<file path="config.mk">
export PLATFORM = sky130hd
export DESIGN_NAME = serial_audio_tx
export DESIGN_NICKNAME = d
export VERILOG_FILES = /design/src/rtl/sat_pkg.sv /design/src/rtl/sat_master_clk.sv /design/src/rtl/sat_follow_sync.sv /design/src/rtl/sat_word_tx.sv /design/src/rtl/serial_audio_tx.sv
export SDC_FILE = /design/constraint.sdc
export NUM_CORES = 1
export LEC_CHECK = 0
export ABC_CLOCK_PERIOD_IN_PS = 3600
export CAP_MARGIN = 20
export CORE_MARGIN = 2
export CORE_UTILIZATION = 61
export CTS_BUF_LIST = sky130_fd_sc_hd__clkbuf_16
export CTS_CLUSTER_DIAMETER = 80
export CTS_CLUSTER_SIZE = 20
export DETAILED_ROUTE_END_ITERATION = 8
export GPL_TIMING_DRIVEN = 0
export HOLD_SLACK_MARGIN = 0.02
export PLACE_DENSITY_LB_ADDON = 0.3
export SYNTH_ARGS = -nofsm -noshare
export SYNTH_HDL_FRONTEND = slang
export SYNTH_HIERARCHICAL = 1
export SYNTH_SLANG_ARGS = --single-unit
</file>
<file path="constraint.sdc">
create_clock -name clk_i -period 3.6 [get_ports clk_i]
set_input_delay 0.72 -clock clk_i [delete_from_list [all_inputs] [get_ports clk_i]]
set_output_delay 0.72 -clock clk_i [all_outputs]
set_load 0.1 [all_outputs]
</file>
<file path="src/rtl/sat_pkg.sv">
package sat_pkg;
  // channel carried by the current word, as encoded on the select line
  typedef enum logic {
    CH_LEFT  = 1'b0,
    CH_RIGHT = 1'b1
  } chan_e;

  // one-cycle bit-clock edge strobes in the system clock domain
  typedef struct packed {
    logic rise;
    logic fall;
  } bclk_ev_t;
endpackage

</file>
<file path="src/rtl/sat_master_clk.sv">
module sat_master_clk
  import sat_pkg::*;
#(
  parameter int CLK_DIV = 8,
  parameter int SLOT_W  = 32
) (
  input  logic     clk_i,
  input  logic     rst_ni,
  input  logic     en_i,
  output logic     sck_o,
  output logic     ws_o,
  output bclk_ev_t ev_o
);
  localparam int HALF = CLK_DIV / 2;
  localparam int CW   = (HALF > 1) ? $clog2(HALF) : 1;
  localparam int BW   = (SLOT_W > 1) ? $clog2(SLOT_W) : 1;

  logic [CW-1:0] div_q, div_d;
  logic [BW-1:0] bit_q, bit_d;
  logic          sck_q, sck_d;
  logic          ws_q, ws_d;
  logic          tick;

  assign tick = en_i && (div_q == CW'(HALF - 1));

  always_comb begin
    div_d     = div_q;
    sck_d     = sck_q;
    bit_d     = bit_q;
    ws_d      = ws_q;
    ev_o.rise = tick & ~sck_q;
    ev_o.fall = tick & sck_q;
    if (en_i) begin
      div_d = tick ? '0 : div_q + CW'(1);
    end
    if (tick) begin
      sck_d = ~sck_q;
    end
    if (ev_o.fall) begin
      if (bit_q == BW'(SLOT_W - 1)) begin
        bit_d = '0;
        ws_d  = ~ws_q;
      end else begin
        bit_d = bit_q + BW'(1);
      end
    end
  end

  always_ff @(posedge clk_i or negedge rst_ni) begin
    if (!rst_ni) begin
      div_q <= '0;
      bit_q <= '0;
      sck_q <= 1'b0;
      ws_q  <= 1'b0;
    end else begin
      div_q <= div_d;
      bit_q <= bit_d;
      sck_q <= sck_d;
      ws_q  <= ws_d;
    end
  end

  assign sck_o = sck_q;
  assign ws_o  = ws_q;

  // select only moves together with a falling bit clock
  p_ws_on_fall_r3: assert property (@(posedge clk_i) disable iff (!rst_ni)
    (ws_q != $past(ws_q)) |-> ($past(sck_q) && !sck_q));
endmodule

</file>
<file path="src/rtl/sat_follow_sync.sv">
module sat_follow_sync
  import sat_pkg::*;
#(
  parameter int SYNC_N = 2
) (
  input  logic     clk_i,
  input  logic     rst_ni,
  input  logic     en_i,
  input  logic     sck_i,
  input  logic     ws_i,
  output logic     ws_o,
  output bclk_ev_t ev_o
);
  // one extra stage on the clock path gives the edge detector its history
  logic [SYNC_N:0]   sck_pipe_q, sck_pipe_d;
  logic [SYNC_N-1:0] ws_pipe_q, ws_pipe_d;

  always_comb begin
    sck_pipe_d[0] = sck_i;
    ws_pipe_d[0]  = ws_i;
  end

  for (genvar i = 1; i <= SYNC_N; i++) begin : g_sck_stage
    assign sck_pipe_d[i] = sck_pipe_q[i-1];
  end
  for (genvar i = 1; i < SYNC_N; i++) begin : g_ws_stage
    assign ws_pipe_d[i] = ws_pipe_q[i-1];
  end

  always_ff @(posedge clk_i or negedge rst_ni) begin
    if (!rst_ni) begin
      sck_pipe_q <= '0;
      ws_pipe_q  <= '0;
    end else begin
      sck_pipe_q <= sck_pipe_d;
      ws_pipe_q  <= ws_pipe_d;
    end
  end

  assign ws_o      = ws_pipe_q[SYNC_N-1];
  assign ev_o.rise = en_i &  sck_pipe_q[SYNC_N-1] & ~sck_pipe_q[SYNC_N];
  assign ev_o.fall = en_i & ~sck_pipe_q[SYNC_N-1] &  sck_pipe_q[SYNC_N];
endmodule

</file>
<file path="src/rtl/sat_word_tx.sv">
module sat_word_tx
  import sat_pkg::*;
#(
  parameter int DATA_W = 16
) (
  input  logic              clk_i,
  input  logic              rst_ni,
  input  bclk_ev_t          ev_i,
  input  logic              ws_line_i,
  input  logic              smp_valid_i,
  output logic              smp_ready_o,
  input  logic [DATA_W-1:0] smp_left_i,
  input  logic [DATA_W-1:0] smp_right_i,
  output logic              sd_o
);
  localparam int TMAX = DATA_W + 1;
  localparam int TW   = $clog2(DATA_W + 2);

  chan_e             ws_smp_q, ws_smp_d, ws_prev_q, ws_prev_d;
  logic [DATA_W-1:0] stg_l_q, stg_l_d, stg_r_q, stg_r_d;
  logic [DATA_W-1:0] act_l_q, act_l_d, act_r_q, act_r_d;
  logic [DATA_W-1:0] shr_q, shr_d, load_word;
  logic              stg_full_q, stg_full_d;
  logic              load_pulse, accept, take;

  assign accept      = smp_valid_i & ~stg_full_q;
  assign load_pulse  = ev_i.fall & (ws_smp_q != ws_prev_q);
  assign take        = load_pulse & (ws_smp_q == CH_LEFT) & stg_full_q;
  assign smp_ready_o = ~stg_full_q;

  always_comb begin
    load_word = act_r_q;
    if (ws_smp_q == CH_LEFT) begin
      load_word = stg_full_q ? stg_l_q : act_l_q;
    end
  end

  always_comb begin
    ws_smp_d   = ws_smp_q;
    ws_prev_d  = ws_prev_q;
    stg_l_d    = stg_l_q;
    stg_r_d    = stg_r_q;
    act_l_d    = act_l_q;
    act_r_d    = act_r_q;
    stg_full_d = stg_full_q;
    shr_d      = shr_q;
    if (ev_i.rise) begin
      ws_prev_d = ws_smp_q;
      ws_smp_d  = chan_e'(ws_line_i);
    end
    if (accept) begin
      stg_l_d    = smp_left_i;
      stg_r_d    = smp_right_i;
      stg_full_d = 1'b1;
    end
    if (take) begin
      act_l_d    = stg_l_q;
      act_r_d    = stg_r_q;
      stg_full_d = 1'b0;
    end
    if (ev_i.fall) begin
      shr_d = load_pulse ? load_word : {shr_q[DATA_W-2:0], 1'b0};
    end
  end

  always_ff @(posedge clk_i or negedge rst_ni) begin
    if (!rst_ni) begin
      ws_smp_q   <= CH_RIGHT;
      ws_prev_q  <= CH_RIGHT;
      stg_l_q    <= '0;
      stg_r_q    <= '0;
      act_l_q    <= '0;
      act_r_q    <= '0;
      stg_full_q <= 1'b0;
      shr_q      <= '0;
    end else begin
      ws_smp_q   <= ws_smp_d;
      ws_prev_q  <= ws_prev_d;
      stg_l_q    <= stg_l_d;
      stg_r_q    <= stg_r_d;
      act_l_q    <= act_l_d;
      act_r_q    <= act_r_d;
      stg_full_q <= stg_full_d;
      shr_q      <= shr_d;
    end
  end

  assign sd_o = shr_q[DATA_W-1];

  // bits presented since the last load, saturating; guards the zero tail
  logic [TW-1:0] tail_q;
  always_ff @(posedge clk_i or negedge rst_ni) begin
    if (!rst_ni) begin
      tail_q <= TW'(TMAX);
    end else if (ev_i.fall) begin
      if (load_pulse) tail_q <= TW'(1);
      else if (tail_q != TW'(TMAX)) tail_q <= tail_q + TW'(1);
    end
  end

  // nothing but zeros once the LSB has been presented
  p_zero_tail_r6: assert property (@(posedge clk_i) disable iff (!rst_ni)
    (tail_q == TW'(TMAX)) |-> !sd_o);
  // data holds between falling bit-clock edges
  p_sd_on_fall_r7: assert property (@(posedge clk_i) disable iff (!rst_ni)
    !ev_i.fall |=> $stable(sd_o));
  // an accepted pair closes the handshake until it is consumed
  p_ready_drop_r8: assert property (@(posedge clk_i) disable iff (!rst_ni)
    (smp_valid_i && smp_ready_o) |=> !smp_ready_o);
endmodule

</file>
<file path="src/rtl/serial_audio_tx.sv">
module serial_audio_tx
  import sat_pkg::*;
#(
  parameter int DATA_W  = 16,
  parameter int SLOT_W  = 32,
  parameter int CLK_DIV = 8,
  parameter int SYNC_N  = 2
) (
  input  logic              clk_i,
  input  logic              rst_ni,
  input  logic              en_i,
  input  logic              master_i,
  input  logic              sck_i,
  input  logic              ws_i,
  input  logic              smp_valid_i,
  output logic              smp_ready_o,
  input  logic [DATA_W-1:0] smp_left_i,
  input  logic [DATA_W-1:0] smp_right_i,
  output logic              sck_o,
  output logic              ws_o,
  output logic              sd_o
);
  bclk_ev_t m_ev, f_ev, ev;
  logic     m_sck, m_ws, f_ws, ws_line;

  sat_master_clk #(.CLK_DIV(CLK_DIV), .SLOT_W(SLOT_W)) u_mclk (
    .clk_i (clk_i),
    .rst_ni(rst_ni),
    .en_i  (en_i & master_i),
    .sck_o (m_sck),
    .ws_o  (m_ws),
    .ev_o  (m_ev)
  );

  sat_follow_sync #(.SYNC_N(SYNC_N)) u_fsync (
    .clk_i (clk_i),
    .rst_ni(rst_ni),
    .en_i  (en_i & ~master_i),
    .sck_i (sck_i),
    .ws_i  (ws_i),
    .ws_o  (f_ws),
    .ev_o  (f_ev)
  );

  assign ev      = master_i ? m_ev : f_ev;
  assign ws_line = master_i ? m_ws : f_ws;

  sat_word_tx #(.DATA_W(DATA_W)) u_tx (
    .clk_i      (clk_i),
    .rst_ni     (rst_ni),
    .ev_i       (ev),
    .ws_line_i  (ws_line),
    .smp_valid_i(smp_valid_i),
    .smp_ready_o(smp_ready_o),
    .smp_left_i (smp_left_i),
    .smp_right_i(smp_right_i),
    .sd_o       (sd_o)
  );

  assign sck_o = master_i & m_sck;
  assign ws_o  = master_i & m_ws;

  // the link lines are frozen while disabled
  p_idle_hold_r1: assert property (@(posedge clk_i) disable iff (!rst_ni)
    !en_i |=> ($stable(sd_o) && $stable(ws_o) && $stable(sck_o)));
endmodule

</file>
==> key figures <==
Clocking
  – Clock slew seen by the registers of the worst setup and hold paths: 0.07 ns
  – Htree depth: 3
  – Post-CTS Setup Inserts: 0
  – CTS root buf: clkbuf_16
  – Inserted Clock Buffers: 9
  – Worst-Skew Late Latency: 0.33 ns
  – CTS sink count: 97
  – Longest Clk Path Bufs: 2
  – CTS tree: yes
  – Post-cts resize count: 0
  – CTS hold repair buffers: 0

Setup path
  – R2R setup slack: 1.52 ns
  – Crit path capture type: output port
  – Cell mode on critical path: clkdlybuf4s50_1
  – R2R Path End: u_tx/shr_q[8]
  – Cell Chain, Critical Path: clkdlybuf4s50_1, and2_2, clkdlybuf4s50_1
  – Crit start category: input port
  – CP required: 2.88 ns
  – Critical path arrival: 2.59 ns
  – Largest stage delay on the critical path: 1.12 ns
  – Worst Reg2Reg Path Length in Cells: 8
  – CP Class: input port to output port
  – Start of the worst register-to-register path: u_mclk/div_q[0]
  – Crit path max fanout: 7
  – CP max-delay cell: clkdlybuf4s50_1

STA
  – Setup Skew: 0.00545 ns
  – Fmax: 302 MHz
  – Final Critical Period: 3.31 ns
  – Unrepaired setup endpoints after global routing: no
  – Slew Viols, Final: 0
  – Period utilisation layout: 0.919
  – Fin worst setup slack: 0.290 ns
  – Setup-failing EPs final: 0
  – Final Hold Fails: 0
  – Worst slew margin: 0.357
  – Worst slew pin tran: 0.961 ns

Placed design
  – Dpl hpwl: 5.41 mm
  – PortBufs: 42
  – Pre-CTS setup slack: 0.276 ns
  – RePlAce Congestion: 0.821

Power
  – Pwr/cell area: 605 nW/µm²
  – Leakage: 2.50 nW
  – Worst vdd ir: 0.379 mV

Die
  – Core Box Area: 6870 µm²
  – Die Ht: 88.8 µm
  – Die W: 88.8 µm
  – Initial cell density of the core: 0.639
  – I/O pin cnt: 43
  – Area of the die: 7890 µm²
  – Cell Rows: 30

Hold path
  – Hold Path Class: input port to asynchronous set/reset pin

Cells and area
  – Layout cells sized above 1: 0.353
  – Multi-input gate area: 1840 µm²
  – FF+latch area: 2430 µm²
  – Antenna cells: 0
  – Most frequent cells in the layout: dfrtp_1, mux2_2, clkdlybuf4s50_1
  – Final nets: 401
  – FILL cells: 433
  – Synth-to-layout area growth: 20.0%
  – Core Util, Final: 0.767
  – Most common cell after layout, fill and taps aside: dfrtp_1

GRT
  – Grt ovf: 0
  – Largest net degree at the start of global routing: 64
  – First-pass GRT wire length: 13.4 mm
  – Vias in the first global route: 2708
  – GRT Util Overall: 0.233
  – Initial antenna violation count: 0

Synth
  – Distinct cells, synth: 37
  – Yosys warns: 6
  – Avg Inst Size Synth: 14.4 µm²
  – Syn_nets: 347
  – Post-Syn Area: 4390 µm²
  – Post-synthesis register bit count: 97
  – Cells after Synth: 304
  – Seq/Total Area, Yosys: 0.554

Status
  – Status: complete, no violations

Route
  – Initial drt markers: 163
  – WL final: 8.23 mm
  – DRC: 0
  – Routed length per instance: 17.9 µm
  – Detail Route Antenna Nets: 0
  – Via/cell ratio: 5.63
  – Vias: 2586
  – Detailed Routing Iterations Pass 1: 4

Job
  – Max cap viols: 0
## cells by family after synthesis
family / Yosys count / synth area share
multiplexers: 103 / 0.284
flip-flops: 97 / 0.554
AND/OR/NAND/NOR: 42 / 0.0673
AO/OA/AOI/OAI: 37 / 0.0496
buffers and inverters: 18 / 0.0276
adder cells (fa/ha/maj): 4 / 0.0114
XOR/XNOR: 3 / 0.00599
## worst max path at each step
| stage | to | from |
|---|---|---|
| finish | ws_o | master_i |
| global route | ws_o | master_i |
| CTS | ws_o | master_i |
| detailed placement | ws_o | master_i |
| global placement | u_tx/stg_r_q[2] | rst_ni |
| floorplan | u_tx/act_l_q[0] | en_i |
## worst max-delay path: cells and delay by family
| family | cells | cell delay (ns) |
|---|---|---|
| buffers and inverters | 2 | 1.69 |
| AND/OR/NAND/NOR | 1 | 0.17 |
## routing by layer
metal,part of all wire,GRT usage,vias up
met5,0,0,-
met2,0.51,0.385,62
li1,-,-,1198
met4,0.012,0.0785,0
met3,0.037,0.0522,10
met1,0.44,0.305,1316
## cells in the mapped netlist
library cell / number / area (µm²)
mux2i_1: 16 / 160
nor2b_1: 17 / 106
nor2_1: 3 / 11.3
nand3_1: 1 / 5.00
dfrtp_1: 95 / 2380
nand3_4: 2 / 35.0
xnor2_1: 3 / 26.3
inv_1: 2 / 7.51
mux2_1: 2 / 22.5
mux2_2: 56 / 631
o21ai_0: 15 / 75.1
clkbuf_2: 1 / 5.00
and2_2: 3 / 22.5
or4b_1: 1 / 10.0
nand3b_1: 1 / 7.51
and3_1: 1 / 6.26
and3b_1: 2 / 17.5
buf_2: 6 / 30.0
buf_6: 4 / 45.0
buf_4: 4 / 30.0
o41ai_1: 1 / 8.76
o21ai_1: 2 / 10.0
or2b_1: 1 / 7.51
o21a_1: 1 / 7.51
a21o_2: 1 / 8.76
nor2b_4: 1 / 13.8
nor3_1: 1 / 5.00
ha_1: 4 / 50.1
a22oi_1: 1 / 7.51
dfstp_2: 2 / 52.6
nand2_1: 5 / 18.8
clkbuf_1: 1 / 3.75
and2b_2: 1 / 8.76
mux2_4: 29 / 435
nand2b_4: 1 / 13.8
nand2b_1: 1 / 6.26
a31oi_1: 16 / 100
## layout make-up
cell class | count | share of cell area
clock buffers | 9 | 0.0428
multi-input cells | 189 | 0.349
repair buffers | 43 | 0.0846
inverters | 2 | 0.00143
flip-flops and latches | 97 | 0.461
plain buffers | 16 | 0.0216
well taps | 96 | 0.0228
clock inverters | 7 | 0.0164
## report_power, final
group / leakage, nW / switching (mW) / internal [mW]
Clock: 0.156 / 0.386 / 0.602
Sequential: 1.25 / 0.148 / 1.32
Combinational: 1.09 / 0.331 / 0.402
Total: 2.50 / 0.865 / 2.32
## registers in the layout (all words and copies together) (netlist names)
register	cells
u_tx/stg_l_q	16
u_tx/stg_full_q	1
u_mclk/sck_o	1
u_fsync/ws_pipe_q	2
u_tx/stg_r_q	16
u_tx/act_l_q	16
u_tx/act_r_q	16
u_tx/shr_q	16
u_tx/ws_prev_q	1
u_mclk/div_q	2
u_mclk/ws_o	1
u_tx/ws_smp_q	1
u_fsync/sck_pipe_q	3
u_mclk/bit_q	5
## metrics by stage
step | hold slack [ns] | instances | instance area, µm² | TNS, ns | power (mW)
floorplan | 0.331 | 304 | 4390 | 0 | 1.99
CTS | 0.341 | 459 | 5270 | 0 | 3.20
detailed placement | 0.341 | 443 | 4950 | 0 | 2.21
finish | 0.332 | 459 | 5270 | 0 | 3.19
global placement | 0.334 | 442 | 4930 | -158.51 | 2.16
global route | 0.360 | 459 | 5270 | 0 | 3.34
No activity file was read; power rests on OpenSTA's default activity.
